`src/rtl/adc_serial_fmt.sv`:
```
module adc_serial_fmt #(
  parameter int SAMPLE_W = 8
) (
  input  logic                clk,
  input  logic                rst_n,
  input  logic                in_valid,
  input  logic [SAMPLE_W-1:0] in_data,
  output logic                in_ready,
  input  logic [1:0]          cfg_wlen,
  input  logic                cfg_lsb_first,
  input  logic                cfg_invert,
  input  logic [2:0]          cfg_phase,
  output logic                ser_out,
  output logic                frame_clk,
  output logic                data_clk
);
  localparam int SUBS  = 12;
  localparam int SW    = 4;
  localparam int EXT_W = SAMPLE_W + 6;
  localparam int MAXN  = SAMPLE_W + 8;
  localparam int BW    = $clog2(MAXN);
  localparam logic [SW-1:0] DEF_OFF = SW'(3);

  logic [SW-1:0]       sub, off, ph;
  logic [BW-1:0]       bitn, pos;
  logic [SAMPLE_W-1:0] smp;
  logic [1:0]          wl;
  logic                lsb, inv, dbit;
  logic [BW:0]         dbits, nbits;
  logic [EXT_W-1:0]    field;
  logic                word_end;

  function automatic logic [SW-1:0] phase_off(input logic [2:0] code);
    return (code < 3'd6) ? {code, 1'b0} : DEF_OFF;
  endfunction

  assign dbits    = (BW+1)'(SAMPLE_W) + (BW+1)'({wl, 1'b0});
  assign nbits    = dbits + ((wl == 2'd2) ? (BW+1)'(4) : '0);
  assign word_end = ({1'b0, bitn} == nbits - 1'b1) && (sub == SW'(SUBS-1));
  assign in_ready = word_end;

  always_ff @(posedge clk) begin
    if (!rst_n) begin
      sub  <= '0;
      bitn <= '0;
      smp  <= '0;
      wl   <= '0;
      lsb  <= 1'b0;
      inv  <= 1'b0;
      off  <= DEF_OFF;
    end else if (sub == SW'(SUBS-1)) begin
      sub <= '0;
      if (word_end) begin
        bitn <= '0;
        if (in_valid) smp <= in_data;
        wl  <= cfg_wlen;
        lsb <= cfg_lsb_first;
        inv <= cfg_invert;
        off <= phase_off(cfg_phase);
      end else begin
        bitn <= bitn + 1'b1;
      end
    end else begin
      sub <= sub + 1'b1;
    end
  end

  assign field = {smp, 6'b0} >> (EXT_W - int'(dbits));
  assign pos   = lsb ? bitn : BW'(dbits - 1'b1 - {1'b0, bitn});
  assign dbit  = ({1'b0, bitn} < dbits) ? field[pos] : 1'b0;

  assign ser_out   = dbit ^ inv;
  assign frame_clk = {1'b0, bitn} < (nbits >> 1);
  assign ph        = (sub >= off) ? sub - off : sub + SW'(SUBS) - off;
  assign data_clk  = ph < SW'(SUBS/2);

  p_ready_restart_r9: assert property (@(posedge clk) disable iff (!rst_n)
    in_ready |=> (sub == '0 && bitn == '0));

  p_pad_zero_r4: assert property (@(posedge clk) disable iff (!rst_n)
    (wl == 2'd2 && bitn >= BW'(SAMPLE_W+4)) |-> (ser_out == inv));

  p_frame_start_r7: assert property (@(posedge clk) disable iff (!rst_n)
    (bitn == '0) |-> frame_clk);

  p_cfg_hold_r10: assert property (@(posedge clk) disable iff (!rst_n)
    !in_ready |=> ($stable(wl) && $stable(lsb) && $stable(inv) && $stable(off)));

  p_dco_edge_r8: assert property (@(posedge clk) disable iff (!rst_n)
    ($rose(data_clk) && sub != '0) |-> (sub == off));
endmodule

```
`config.mk`:
```
export PLATFORM = sky130hd
export DESIGN_NAME = adc_serial_fmt
export DESIGN_NICKNAME = d
export VERILOG_FILES = /design/src/rtl/adc_serial_fmt.sv
export SDC_FILE = /design/constraint.sdc
export NUM_CORES = 1
export LEC_CHECK = 0
export BUFFER_PORTS_ARGS = -buffer_cell sky130_fd_sc_hd__buf_2
export CORE_MARGIN = 5
export CORE_UTILIZATION = 60
export CTS_CLUSTER_DIAMETER = 150
export CTS_CLUSTER_SIZE = 16
export DETAILED_ROUTE_END_ITERATION = 10
export PLACE_DENSITY = 0.82
export SLEW_MARGIN = 5
export SYNTH_ARGS = -nofsm -noshare
export SYNTH_HDL_FRONTEND = slang
export SYNTH_SLANG_ARGS = --single-unit
```
`constraint.sdc`:
```
create_clock -name clk -period 5.25 [get_ports clk]
set_input_delay 0.525 -clock clk [delete_from_list [all_inputs] [get_ports clk]]
set_output_delay 0.525 -clock clk [all_outputs]
set_load 0.005 [all_outputs]
```
# [Word-level counts from Yosys, hierarchy flattened]
# Cells that the tools add are included.
[op_classes] mul=0 eq_ne=3 n_mux=8 shift=1 n_bitwise=2 div_mod_pow=0 order_cmp=6 n_addsub=11 n_reduce_logical=4
[op_table] op="right shift 14 x 32 -> 14 bit" n=1
[op_table] op="two-way mux 4 bit" n=4
[op_table] op="subtractor 4 bit" n=3
[op_table] op="adder 4 x 1 -> 4 bit, second input constant" n=2
[op_table] op="subtractor 4 x 5 -> 6 bit, first input constant" n=1
[op_table] op="adder 4 x 3 -> 5 bit, first input constant" n=1
[op_table] op="adder 5 x 3 -> 5 bit" n=1
[op_table] op="== test 4 x 5 -> 1 bit" n=1
[op_table] op="less-than comparator 4 x 5 -> 1 bit" n=1
[op_table] op="less-than comparator 4 x 5 -> 1 bit, second input constant" n=1
[op_table] op="subtractor 5 x 1 -> 5 bit, second input constant" n=1
[op_table] op="adder 4 bit, second input constant" n=1
[op_table] op="binary-select mux 1 bit (select 4 bit)" n=1
[op_table] op="== test 4 bit, second input constant" n=1
[op_table] op="greater-or-equal comparator 4 bit" n=1
[op_table] op="less-than comparator 4 x 3 -> 1 bit, second input constant" n=1
[op_table] op="less-than comparator 4 bit" n=1
[op_table] op="subtractor 4 x 1 -> 4 bit, second input constant" n=1
[op_table] op="less-than comparator 3 bit, second input constant" n=1
[op_table] op="two-way mux 3 bit" n=1
[op_table] op="AND reduction 3 bit" n=1
[op_table] op="== test 2 bit, second input constant" n=1
[op_table] op="two-way mux 1 bit" n=2
[op_table] op="AND reduction 2 bit" n=1
[op_table] op="other kinds (4)" n=4
[word_totals] regBits=24 rom_bits=0 wordCells=42 input_bits=18 latchBits=0 mem_count=0 ram_bits=0

# [Longest topological paths before layout]
# Gate-level depths: netlist of the first run.
[logic_depth] ltp_word=8 ltp_mapped=10 ltp_nobuf=10

# [Worst setup path before layout of the first run]
# OpenSTA, ideal clock, no wires.
[synth_path] path_type="register to output" from="reg bitn[1]" to="out ser_out" arrival_time_ns=2.090 path_slack_ns=2.635 path_buffers=1 required_time_ns=4.725 path_stages_with_launch=11 path_cell_list="dfxtp_1 > buf_2 > inv_1 > ha_1 > fa_1 > xnor2_1 > nand3b_1 > a21oi_1 > o311ai_1 > o22ai_1 > xor2_1"
[synth_via] elab_chain_cells=6 elab_cells_between_ends=7
[synth_rtl] item="start, declared" line="25" source="logic [BW-1:0] bitn, pos;"
[synth_rtl] item="start signal, assigned" line="61" source="bitn <= bitn + 1'b1;"
[synth_rtl] item="subtractor 4 bit" line="69" source="assign pos = lsb ? bitn : BW'(dbits - 1'b1 - {1'b0, bitn});"
[synth_rtl] item="two-way mux 4 bit" line="69"
[synth_rtl] item="binary-select mux 1 bit (select 4 bit)" line="70" source="assign dbit = ({1'b0, bitn} < dbits) ? field[pos] : 1'b0;"
[synth_rtl] item="two-way mux 1 bit (not written as such)" line="70"
[synth_rtl] item="two-way mux 1 bit (*)" line="70"
[synth_rtl] item="XOR 1 bit (*)" line="72" source="assign ser_out = dbit ^ inv;"
[synth_rtl] item="end, declared" line="13" source="output logic ser_out,"
# Every way passes the cells marked *; elsewhere a longest branch is shown, timed or not. The select of a mux whose other input is x is not followed.

# [Final worst setup path of the first run]
# Same ends and word-level chain as after synthesis.

==> flow_summary.ini, run 1 <==
[sta]
rsz0062_at_grt = false
min_period_ns = 3.28
fin_tns_setup_ns = 0
fmax_mhz = 305
final_hold_viol_count = 0
worst_slew_pin_slew_ns = 0.647
drv_slew = 0
slew_headroom = 0.568
finalSetupViolCount = 0
fin_skew_ns = 0.00992
period_share = 0.624

[clocking]
cts_tree = done
cts-resized-gates = 0
cts_sinks = 24
cts_buffers = 3
post_cts_buffers = 0
htreeDepth = 1
clk_latency_ns = 0.32
cts_hold_repair.buffers = 0
clkTransAtPathRegs_ns = 0.12
clockRootBuffer = clkbuf_4
clock_path_buffers = 2

[detailed_routing]
first_pass_iters = 4
num_vias = 1418
viasPerCell = 5.37
drc_errors = 0
routedWlPerCell_um = 12.9
finalWirelength_um = 3420
antenna_left = 0
drtIter0Drc = 64

[logic_synthesis]
asyncSetResetFlopFracSynth = 0
syn-num-nets = 244
post-synth-top-area-fraction = 0.256
synthDistinctLibCells = 50
ys_seq_area_frac = 0.256
synth-edff-count = 0
yosysWarnings = 0
syn_area_sq_um = 1870
ys_top_cells_by_area = dfxtp_1, ha_1, mux2i_1
synth_ff_type = dfxtp_1
syn_avg_cell_area_sq_um = 9.10
ys_ff_latch = 24
synth_largest_area_cell = dfxtp_1
syn-instance-count = 206

[critical_path]
cp_max_fo = 11
cp-end-kind = output pin
rr_worst_depth = 8
path_class = reg2out
start_kind = flip-flop
cp.arrival_ns = 2.75
cp-startpoint = bitn[1]
setup.worst_path.end = ser_out
r2r-end = smp[0]
reg2reg_from = sub[1]
worst_ep_required_time_ns = 4.72
reg2reg_slack_ns = 3.16

[placement]
io_buffers = 21
placed_area_sq_um = 1930
place_hpwl_um = 2660
placed_cells_incl_taps = 260
place.gp.congestion = 0.841

[run_status]
status = completed

[finish]
final_cell_mix = dfxtp_1, buf_2, mux2i_1, nand2_1, ha_1
areaGrowthSynthToFinish_pct = 5.87
final_common_cell = dfxtp_1
final_area_sq_um = 1980
drive_gt1_frac = 0.145
num_antenna_cells = 0
layoutNonFillerInstCount = 264
final_util = 0.655
fin_nets = 259

[job]
maxCapViolCount = 0

[power_and_ir_drop]
p_per_area_nw_per_um2 = 175
p_leak_uw = 0.000909
vdd_drop_max_mv = 0.135

[global_routing]
grt_pass1_vias = 1377
grt_use_total = 0.176
grt_antenna_before_repair = 0
grt_max_degree = 24
grt_pass1_wl_um = 5990
grt_overflow = 0

[floorplanning]
core_sq_um = 3030
fp.dieArea_sq_um = 4340
start_util = 0.619
ios = 22
die_h_um = 65.9
num_rows = 20
die_x_um = 65.9

[hold_path]
hold_class = in2reg
layer usage:
metal  share of wire  up-vias  GRT usage
met2            0.49       16      0.302
met1            0.48      661      0.224
li1                -      736          -
met3           0.027        5     0.0323
met4           0.011        0     0.0466
met5               0        -          0
final cells by class:
class	count	area (sq um)
multi-input combinational	158	1230
tap	44	55.1
inverter	13	56.3
timing repair buffer	21	105
fill	276	1040
clock buffer	3	22.5
clock inverter	1	30.0
sequential	24	480
cells in the mapped netlist, types with 4 or more instances:
| cell | instances |
|---|---|
| mux2i_1 | 20 |
| xor2_1 | 5 |
| nor2_1 | 8 |
| xnor2_1 | 6 |
| inv_1 | 12 |
| buf_6 | 5 |
| a21oi_1 | 8 |
| nand2_1 | 20 |
| nor2b_1 | 12 |
| nand3_1 | 6 |
| ha_1 | 17 |
| a21boi_1 | 4 |
| dfxtp_1 | 24 |
| nand3b_1 | 5 |
cell families after synthesis:
logic type	count (synthesis)	share of synthesized area
simple gates	73	0.226
mux	20	0.107
fa+ha+maj	20	0.146
buf+inv	24	0.0848
xor+xnor	12	0.0601
compound gates	33	0.121
flops	24	0.256
power by group:
| group | internal [uW] | total, uW | switching [uW] | leakage, uW |
|---|---|---|---|---|
| clock | 77.2 | 131 | 54.2 | 0.0000279 |
| sequential | 184 | 187 | 3.36 | 0.000194 |
| combinational | 15.1 | 29.3 | 14.1 | 0.000688 |
state kept, by name, indices dropped and copies added (netlist names):
register,count
bitn,4
sub,4
off,4
inv,1
smp,8
lsb,1
wl,2
metrics by stage:
stage / setup slack (ns) / hold WS [ns] / power, uW
finish: 1.97 / 0.444 / 348
global route: 1.74 / 0.438 / 364
CTS: 1.94 / 0.432 / 353
detailed placement: 2.32 / 0.489 / 221
global placement: 2.41 / 0.484 / 220
floorplan: 2.64 / 0.447 / 210
critical path: stages, from the launching register on:
cell and delay [ns]:
dfxtp_1 0.58, inv_1 0.11, ha_1 0.22, fa_1 0.39
xnor2_1 0.28, nand3b_1 0.12, a21oi_1 0.16, o311ai_1 0.10
o22ai_1 0.21, xor2_1 0.15, buf_2 0.12
worst min path at each step:
stage | startpoint | end | slack (ns) | cells past startpoint
6_report | cfg_wlen[1] | wl[1] | 0.44 | 3
5_1_grt | cfg_lsb_first | lsb | 0.44 | 3
4_1_cts | cfg_wlen[1] | wl[1] | 0.43 | 3
3_3_place_gp | inv | inv | 0.48 | 2
3_5_place_dp | inv | inv | 0.49 | 2
2_1_floorplan | inv | inv | 0.45 | 2
(Power assumes the default switching activity.)
==> run 2, diff against run 1 <==
--- a/config.mk
+++ b/config.mk
@@ -5,13 +5,14 @@
 export SDC_FILE = /design/constraint.sdc
 export NUM_CORES = 1
 export LEC_CHECK = 0
+export ABC_AREA = 1
 export BUFFER_PORTS_ARGS = -buffer_cell sky130_fd_sc_hd__buf_2
 export CORE_MARGIN = 5
-export CORE_UTILIZATION = 60
+export CORE_UTILIZATION = 52
 export CTS_CLUSTER_DIAMETER = 150
 export CTS_CLUSTER_SIZE = 16
 export DETAILED_ROUTE_END_ITERATION = 10
-export PLACE_DENSITY = 0.82
+export PLACE_DENSITY = 0.76
 export SLEW_MARGIN = 5
 export SYNTH_ARGS = -nofsm -noshare
 export SYNTH_HDL_FRONTEND = slang
==> constraint.sdc (replaced) <==
create_clock -name clk -period 2.7 [get_ports clk]
set_input_delay 0.27 -clock clk [delete_from_list [all_inputs] [get_ports clk]]
set_output_delay 0.27 -clock clk [all_outputs]
set_load 0.005 [all_outputs]
==> run 2 against run 1 <==
Against the previous run:
- synthesized cell count grew 15%
- largest cell class unchanged
- sequential cell count is the same
- clock skew grew 0.0027 ns
- clock power grew 49%
- worst setup slack lost 1.8 ns
- cell count grew 15%
- wire length grew 1.3%
- largest power group unchanged
- highest routed layer unchanged
- register-to-register slack lost 2.4 ns
- sequential share of layout area grew 0.98 points
- critical path type unchanged
==> flow_summary.ini, run 2 <==
[sta]
worst_slew_pin_slew_ns = 0.360
whs_ns = 0.197
fin_skew_ns = 0.0126
slew_headroom = 0.760
period_share = 0.938
drv_slew = 0
finalSetupViolCount = 0
min_period_ns = 2.53
fmax_mhz = 395
final_hold_viol_count = 0
fin_ws_ns = 0.167

[finish]
num-fill-cells = 322
final_cell_mix = nand2_1, inv_1, dfxtp_1, buf_2, nand3_1
drive_gt1_frac = 0.230
final_util = 0.584
num_antenna_cells = 0
largest_register_ffs = 8
areaGrowthSynthToFinish_pct = 10.9
regMostFlops = smp
final_area_sq_um = 1920
final_common_cell = nand2_1
fin_nets = 296
layoutNonFillerInstCount = 303

[logic_synthesis]
synth-edff-count = 0
synth_fa_ha_area_frac = 0.158
synth_xor_area_frac = 0.0253
synth_largest_area_cell = dfxtp_1
synth_compound_area_frac = 0.185
post-synth-top-area-fraction = 0.278
synth_simple_gate_area_frac = 0.240
synth_ff_type = dfxtp_1
synth_top_family_by_area = simple AND/OR/NAND/NOR gates
yosysWarnings = 0
syn_avg_cell_area_sq_um = 7.30
synth.most_common_cell = nand2_1
ys_ff_latch = 24
ys_top_cells_by_area = dfxtp_1, ha_1, nand2_1
ys_seq_area_frac = 0.278
synthDistinctLibCells = 31
syn-instance-count = 237
synth.area.mux_share = 0
synth_common_cells = nand2_1, inv_1, dfxtp_1
asyncSetResetFlopFracSynth = 0
syn-num-nets = 275
syn_area_sq_um = 1730

[global_routing]
grt_antenna_before_repair = 0
grt_pass1_vias = 1414
grt_overflow = 0
grt_max_degree = 19
grt_pass1_wl_um = 6120
grt_use_total = 0.171

[detailed_routing]
first_pass_iters = 4
finalWirelength_um = 3460
routedWlPerCell_um = 11.4
top_layer = met4
viasPerCell = 5.10
num_vias = 1544
met3_length_um = 156
wl_met2_um = 1540
drc_errors = 0
wl_met1_um = 1740
drtIter0Drc = 127
antenna_left = 0

[critical_path]
worst_ep_required_time_ns = 2.43
r2r-end = smp[1]
cp.arrival_ns = 2.26
rr_worst_depth = 10
reg2reg_slack_ns = 0.81
start_kind = flip-flop
reg2reg_from = sub[1]
cp-end-kind = output pin
cp_max_fo = 5
path_class = reg2out

[floorplanning]
start_util = 0.526
fp.dieArea_sq_um = 4580
die_x_um = 67.7
ios = 22
die_h_um = 67.7
num_rows = 21
core_sq_um = 3280

[power_and_ir_drop]
vdd_drop_max_mv = 0.266
p_leak_uw = 0.000932
p_per_area_nw_per_um2 = 324

[clocking]
cts_buffers = 3
post_cts_buffers = 0
htreeDepth = 1
clkTransAtPathRegs_ns = 0.14
cts_tree = done
clock_path_buffers = 2
clk_latency_ns = 0.32
cts_sinks = 24
clockRootBuffer = clkbuf_4

[placement]
place_hpwl_um = 2690
placed_cells_incl_taps = 299
place.gp.congestion = 0.795
pre_cts_ws_ns = 0.408
io_buffers = 21
placed_area_sq_um = 1860

[hold_path]
hold_depth = 3
hold_class = in2reg
min-delay-start = in_data[5]
hold_end = smp[5]

[run_status]
status = completed

[job]
maxCapViolCount = 0
==> run 2: cell count changes after synthesis, moves of 9 or more <==
cell / delta
nand2_1: +23
mux2i_1: -20
a21oi_1: +9
nor2b_1: -12
inv_1: +23
o21ai_0: +17
nand3_1: +13
==> run 2: repair_timing <==
item	CTS	global route
resized for setup	0	13
hold buffers	0	0
setup endpoints to repair	0	1
==> run 2: how the worst max path moves through the flow <==
stage	cells after the start	slack (ns)	end	from
6_report	13	0.17	ser_out	bitn[1]
5_1_grt	13	-0.03	ser_out	bitn[1]
4_1_cts	13	0.04	ser_out	bitn[1]
3_5_place_dp	13	0.41	ser_out	bitn[1]
3_3_place_gp	13	0.46	ser_out	bitn[1]
2_1_floorplan	12	0.63	ser_out	bitn[1]
==> run 2: critical path: stages (launching register included) <==
cell,delay [ns]
dfxtp_2,0.38
inv_2,0.07
ha_2,0.18
fa_1,0.47
inv_1,0.05
o21ai_2,0.19
nand2_2,0.09
nand2_1,0.10
nand3_1,0.08
nand2_1,0.08
nand2_1,0.05
nand2_1,0.06
nand2_1,0.04
buf_2,0.11
==> run 2: cells by family after synthesis <==
logic type,Yosys count
AOI/OAI and AO/OA,55
DFF,24
xor gates and xnor gates,5
and+or+nand+nor,86
adders and majority gates,20
buffers and inverters,47
==> run 2: layout make-up <==
type / count / area (sq um) / share of cell area
multi-input cells: 166 / 1070 / 0.559
flip-flops and latches: 24 / 483 / 0.252
inverters: 41 / 156 / 0.0816
repair buffers: 22 / 113 / 0.0587
well taps: 46 / 57.6 / 0.0300
clock buffers: 4 / 36.3 / 0.0189
==> run 2: stage by stage <==
step                      setup TNS (ns)  total power, uW
after global placement                 0              432
after CTS                              0              627
final                                  0              621
after detailed placement               0              434
after global routing             -0.0285              650
after floorplan                        0              411
==> run 2: per-layer routing <==
metal | global-route usage | up-vias
met2 | 0.259 | 29
li1 | - | 812
met3 | 0.0316 | 2
met5 | 0 | -
met4 | 0.0481 | 0
met1 | 0.246 | 701
==> run 2: power breakdown <==
part           internal, uW  total, uW  switching (uW)
combinational          27.2       62.1            34.9
sequential              358        364            6.23
clock                  82.4        195             112
total                   467        621             153
